==> src/rtl/sysref_stats_pkg.sv <==
package sysref_stats_pkg;
  localparam int NUM_PHASES   = 4;
  localparam int PHASE_CODE_W = $clog2(NUM_PHASES);
  localparam int NUM_ALIGN    = 2;

  // Strobes handed from control to datapath once per cycle
  typedef struct packed {
    logic                    clearAll;
    logic                    phaseHit;
    logic [PHASE_CODE_W-1:0] phaseSel;
    logic [NUM_ALIGN-1:0]    alignHit;
  } statStrobe_t;
endpackage

==> src/rtl/sysref_sat_counter.sv <==
module sysref_sat_counter #(
  parameter int W = 8
) (
  input  logic         clk,
  input  logic         rst_n,
  input  logic         clr,
  input  logic         inc,
  output logic [W-1:0] q
);
  localparam logic [W-1:0] MAX_VAL = '1;

  always_ff @(posedge clk or negedge rst_n) begin
    if (!rst_n)                      q <= '0;
    else if (clr)                    q <= '0;
    else if (inc && q != MAX_VAL)    q <= q + W'(1);
  end

  // a full counter never wraps
  a_r4_hold_at_max: assert property (@(posedge clk) disable iff (!rst_n)
    (!clr && q == MAX_VAL) |=> q == MAX_VAL);

  // each accepted increment below the limit adds exactly one
  a_r4_step_by_one: assert property (@(posedge clk) disable iff (!rst_n)
    (!clr && inc && q != MAX_VAL) |=> q == $past(q) + W'(1));
endmodule

==> src/rtl/sysref_stats_ctrl.sv <==
module sysref_stats_ctrl
  import sysref_stats_pkg::*;
#(
  parameter int PIPE_DEPTH = 2
) (
  input  logic                    clk,
  input  logic                    rst_n,
  input  logic                    monEnable,
  input  logic                    statClear,
  input  logic                    phaseValid,
  input  logic [PHASE_CODE_W-1:0] phaseCode,
  input  logic                    alignEdgeA,
  input  logic                    alignEdgeB,
  output statStrobe_t             strobe
);
  localparam int LAST = PIPE_DEPTH - 1;

  typedef struct packed {
    logic                    vld;
    logic [PHASE_CODE_W-1:0] code;
    logic [NUM_ALIGN-1:0]    align;
  } pipeItem_t;

  pipeItem_t stage [PIPE_DEPTH];

  // Status pipeline runs freely; it is not touched by enable or clear
  for (genvar i = 0; i < PIPE_DEPTH; i++) begin : gStage
    always_ff @(posedge clk or negedge rst_n) begin
      if (!rst_n) begin
        stage[i] <= '0;
      end else begin
        if (i == 0) stage[i] <= {phaseValid, phaseCode, alignEdgeB, alignEdgeA};
        else        stage[i] <= stage[(i == 0) ? 0 : i - 1];
      end
    end
  end

  logic updateOk;

  always_comb begin
    updateOk        = monEnable && !statClear;   // clear wins over any event
    strobe.clearAll = statClear;
    strobe.phaseHit = updateOk && stage[LAST].vld;
    strobe.phaseSel = stage[LAST].code;
    strobe.alignHit = updateOk ? stage[LAST].align : '0;
  end
endmodule

==> src/rtl/sysref_stats_dp.sv <==
module sysref_stats_dp
  import sysref_stats_pkg::*;
#(
  parameter int CNT_W = 8
) (
  input  logic                            clk,
  input  logic                            rst_n,
  input  statStrobe_t                     strobe,
  input  logic                            monEnable,
  input  logic [NUM_PHASES-1:0]           expectMask,
  output logic [NUM_PHASES-1:0]           stickyFlags,
  output logic [NUM_PHASES*CNT_W-1:0]     phaseCnt,
  output logic [NUM_ALIGN*CNT_W-1:0]      alignCnt,
  output logic                            alarm
);
  always_ff @(posedge clk or negedge rst_n) begin
    if (!rst_n)               stickyFlags <= '0;
    else if (strobe.clearAll) stickyFlags <= '0;
    else if (strobe.phaseHit) stickyFlags[strobe.phaseSel] <= 1'b1;
  end

  for (genvar p = 0; p < NUM_PHASES; p++) begin : gPhase
    logic phInc;
    assign phInc = strobe.phaseHit && (strobe.phaseSel == PHASE_CODE_W'(p));

    sysref_sat_counter #(.W(CNT_W)) uPhCnt (
      .clk   (clk),
      .rst_n (rst_n),
      .clr   (strobe.clearAll),
      .inc   (phInc),
      .q     (phaseCnt[p*CNT_W +: CNT_W])
    );

    // a flag once set survives until a clear
    a_r3_flag_sticky: assert property (@(posedge clk) disable iff (!rst_n)
      (!strobe.clearAll && stickyFlags[p]) |=> stickyFlags[p]);
  end

  for (genvar a = 0; a < NUM_ALIGN; a++) begin : gAlign
    sysref_sat_counter #(.W(CNT_W)) uAlCnt (
      .clk   (clk),
      .rst_n (rst_n),
      .clr   (strobe.clearAll),
      .inc   (strobe.alignHit[a]),
      .q     (alignCnt[a*CNT_W +: CNT_W])
    );
  end

  assign alarm = monEnable && |(stickyFlags & ~expectMask);

  // a clear leaves every statistic at zero
  a_r6_clear_all: assert property (@(posedge clk) disable iff (!rst_n)
    strobe.clearAll |=> (stickyFlags == '0 && phaseCnt == '0 && alignCnt == '0));
endmodule

==> src/rtl/sysref_phase_stats.sv <==
module sysref_phase_stats
  import sysref_stats_pkg::*;
#(
  parameter int CNT_W      = 8,
  parameter int PIPE_DEPTH = 2
) (
  input  logic                        clk,
  input  logic                        rst_n,
  input  logic                        monEnable,
  input  logic                        statClear,
  input  logic [NUM_PHASES-1:0]       expectMask,
  input  logic                        phaseValid,
  input  logic [PHASE_CODE_W-1:0]     phaseCode,
  input  logic                        alignEdgeA,
  input  logic                        alignEdgeB,
  output logic [NUM_PHASES-1:0]       stickyFlags,
  output logic [NUM_PHASES*CNT_W-1:0] phaseCnt,
  output logic [NUM_ALIGN*CNT_W-1:0]  alignCnt,
  output logic                        alarm
);
  statStrobe_t strobe;

  sysref_stats_ctrl #(.PIPE_DEPTH(PIPE_DEPTH)) uCtrl (
    .clk        (clk),
    .rst_n      (rst_n),
    .monEnable  (monEnable),
    .statClear  (statClear),
    .phaseValid (phaseValid),
    .phaseCode  (phaseCode),
    .alignEdgeA (alignEdgeA),
    .alignEdgeB (alignEdgeB),
    .strobe     (strobe)
  );

  sysref_stats_dp #(.CNT_W(CNT_W)) uDp (
    .clk         (clk),
    .rst_n       (rst_n),
    .strobe      (strobe),
    .monEnable   (monEnable),
    .expectMask  (expectMask),
    .stickyFlags (stickyFlags),
    .phaseCnt    (phaseCnt),
    .alignCnt    (alignCnt),
    .alarm       (alarm)
  );

  // with monitoring off and no clear, the statistics do not move
  a_r2_frozen_when_off: assert property (@(posedge clk) disable iff (!rst_n)
    (!monEnable && !statClear) |=>
      ($stable(stickyFlags) && $stable(phaseCnt) && $stable(alignCnt)));
endmodule

==> config.mk <==
export PLATFORM = sky130hd
export DESIGN_NAME = sysref_phase_stats
export DESIGN_NICKNAME = d
export VERILOG_FILES = /design/src/rtl/sysref_stats_pkg.sv /design/src/rtl/sysref_sat_counter.sv /design/src/rtl/sysref_stats_ctrl.sv /design/src/rtl/sysref_stats_dp.sv /design/src/rtl/sysref_phase_stats.sv
export SDC_FILE = /design/constraint.sdc
export NUM_CORES = 1
export LEC_CHECK = 0
export BUFFER_PORTS_ARGS = -buffer_cell sky130_fd_sc_hd__buf_2
export CORE_UTILIZATION = 55
export CTS_CLUSTER_DIAMETER = 120
export CTS_CLUSTER_SIZE = 40
export DETAILED_ROUTE_END_ITERATION = 12
export PLACE_DENSITY = 0.91
export SLEW_MARGIN = 20
export SYNTH_ARGS = -nofsm -noshare
export SYNTH_HDL_FRONTEND = slang
export SYNTH_HIERARCHICAL = 1
export SYNTH_SLANG_ARGS = --single-unit
==> constraint.sdc <==
create_clock -name clk -period 2 [get_ports clk]
set_input_delay 0.2 -clock clk [delete_from_list [all_inputs] [get_ports clk]]
set_output_delay 0.2 -clock clk [all_outputs]
set_load 0.02 [all_outputs]
==> metrics.yaml <==
status: "completed"
cts_tree: "done"
fin_crit_ns: 1.83
first_iter_violations: 140
insertion_delay_ns: 0.34
avgRoutedWirePerCell_um: 15.2
hold_path.class: "in2reg"
coreArea_um2: 5640
io_pins: 66
cts.clk_slew.worst_paths_ns: 0.07
maxCapViolations: 0
rrSetupSlack_ns: 0.17
tightest_slew_ns: 0.435
overflow: 0
numCtsBuffers: 9
arrival_ns: 2.06
timing.rr.end: "uDp/gPhase[0].uPhCnt/q[7]$_DFFE_PN0P_"
setup_slack_ns: 0.169
antenna_found_initial: 0
critical_path_required_ns: 2.23
path_cells: "and3b_1 > nor3b_2 > nand3_1 > or3_1 > a211oi_1"
crit_fanout: 5
synth_seq_cells: 62
rr_worst_depth: 5
mostFrequentLayoutCell: "buf_2"
synth_nets: 349
drc_errors: 0
r2r_start: "uCtrl/stage[4]$_DFF_PN0_"
grt_pass1_vias: 2700
hold-path-endpoint: "uDp/gAlign[0].uAlCnt/q[7]$_DFFE_PN0P_"
cp_top_family: "simple AND/OR/NAND/NOR gates"
seq_area_um2: 1550
rows: 27
drive_above_1_share_pct: 27.7
critPathMaxStageDelay_ns: 0.36
whs_ns: 0.250
utilization_pct: 70.1
dp_worst_setup_slack_ns: 0.152
cts_setup_buffers: 0
cp.buffers_inverters: 0
cts_buffer_depth: 2
dr.pass1.iters: 5
grt_pass1_wl_um: 12200
syn_area_um2: 3300
rsz0062_at_grt: "false"
synth_flop_cell: "dfrtp_1"
clock_sinks: 62
initial_core_util_pct: 58.5
drv_slew: 0
synthTopCellsByArea: "dfrtp_1 47%, nor2b_1 4.2%, mux2_2 4.1%, nor3_1 3.6%, nand2b_1 3.4%"
slew_headroom_pct: 70.2
die-area_um2: 6310
die_w_um: 79.4
cts-root-buf: "clkbuf_8"
skew_ns: 0.0113
chipHeight_um: 79.4
synth-edff-count: 0
cp.depth: 5
antenna_cells: 0
synth-warning-count: 6
viasPerCell: 5.99
fin_nets: 422
multi_input_area_um2: 1620
ant_nets: 0
whs_path_depth: 3
area_growth_pct: 20.0
hold_viol: 0
cp-start-kind: "flip-flop"
wl_um: 7270
peakVddDrop_mv: 0.384
synth_top_area_share_pct: 47.0
finalSetupViolations: 0
fin_setup_tns_ns: 0
powerDensity_nw_per_um2: 638
leakage_nw: 1.85
ys_async_sr_fraction_pct: 100
yosysSeqAreaShare_pct: 47.0
final_cell_mix: "65 x buf_2, 62 x dfrtp_1, 24 x nor3_1"
syn_inst: 330
fillCellCount: 440
avgSynthCellArea_um2: 9.99
crit_path_end_kind: "flip-flop"
max_freq_ghz: 0.546
finalCritPeriodShare_pct: 91.5
worst_path_max_delay_cell: "nor3b_2"
track_usage_pct: 25.2
min_from: "statClear"
port_buffers: 65
critPathKind: "reg2reg"
dp_hpwl_um: 4940
vias: 2875
synth_cell_types: 34
synth_largest_area_cell: "dfrtp_1"
gp_congestion: 0.906
grt_max_degree: 63
h-tree-depth: 3
-- cells by family after synthesis --
group	Yosys count	synth area share (%)
buf+inv	29	3.87
flops	62	47.0
compound gates	59	12.0
mux	18	5.92
fa+ha+maj	6	2.28
simple gates	156	28.9
-- sequential cells by signal, indices dropped and copies added (netlist names) --
signal and cells:
uCtrl/strobe 2, uDp/gAlign.uAlCnt/q 16, uDp/gPhase.uPhCnt/q 32, uCtrl/stage 8, uDp/stickyFlags 4
-- worst max path at each step --
stage	from	to
after floorplan	uDp/gAlign[0].uAlCnt/q[0]$_DFFE_PN0P_	uDp/gAlign[0].uAlCnt/q[0]$_DFFE_PN0P_
after global placement	statClear	uDp/gPhase[0].uPhCnt/q[7]$_DFFE_PN0P_
after detailed placement	statClear	uDp/gPhase[0].uPhCnt/q[7]$_DFFE_PN0P_
after CTS	uCtrl/stage[4]$_DFF_PN0_	uDp/gPhase[0].uPhCnt/q[7]$_DFFE_PN0P_
after global routing	uCtrl/stage[4]$_DFF_PN0_	uDp/gPhase[0].uPhCnt/q[7]$_DFFE_PN0P_
final	uCtrl/stage[4]$_DFF_PN0_	uDp/gPhase[0].uPhCnt/q[7]$_DFFE_PN0P_
-- layer usage --
layer  vias up  routed length, um  part of all wire (%)  GRT usage (%)
met5         -                  0                     0              0
met4         0                 81                   1.1           10.0
met3         8                507                   7.0           8.00
met2       108               3490                    48           38.3
met1      1396               3190                    44           33.4
li1       1363                  -                     -              -
-- metrics by stage --
stage	total power, mW	cell area, um2	std cells
5_1_grt	2.64	3960	480
3_5_place_dp	1.43	3700	458
4_1_cts	2.55	3960	480
2_1_floorplan	1.37	3300	330
6_report	2.52	3960	480
3_3_place_gp	1.43	3700	458
-- worst register-to-register path: cells and delay by family, from the launching register on --
family / cells / cell delay (ns)
DFF: 1 / 0.32
AOI/OAI and AO/OA: 1 / 0.26
and+or+nand+nor: 4 / 1.15
-- cells in the mapped netlist, drive strengths merged, types with 7 or more instances --
| cell | n |
|---|---|
| buf | 9 |
| nor3b | 7 |
| and3 | 7 |
| nor2b | 22 |
| nor2 | 13 |
| a31oi | 7 |
| dfrtp | 62 |
| mux2 | 12 |
| a21oi | 19 |
| nor3 | 24 |
| nand2b | 18 |
| nand3 | 18 |
| inv | 14 |
| nand2 | 12 |
| and4 | 12 |
-- cell type report --
class                   count  area share (%)
multi-input cells         239            40.9
flip-flops and latches     62            39.2
repair buffers             77            11.2
clock buffers              12            3.92
well taps                  72            2.28
inverters                  14            1.33
clock inverters             4            1.14
-- where the power goes --
| group | internal (mW) | leakage (nW) | switching [mW] |
|---|---|---|---|
| registers | 1.27 | 0.842 | 0.0141 |
| clock network | 0.638 | 0.106 | 0.467 |
| logic | 0.0526 | 0.905 | 0.0814 |
| total | 1.96 | 1.85 | 0.562 |
-- what timing repair did --
item,4_1_cts,5_1_grt
hold buffers,6,0
gates resized for setup,0,0
endpoints found under the hold margin,67,0
No activity file was read; power rests on OpenSTA's default activity.
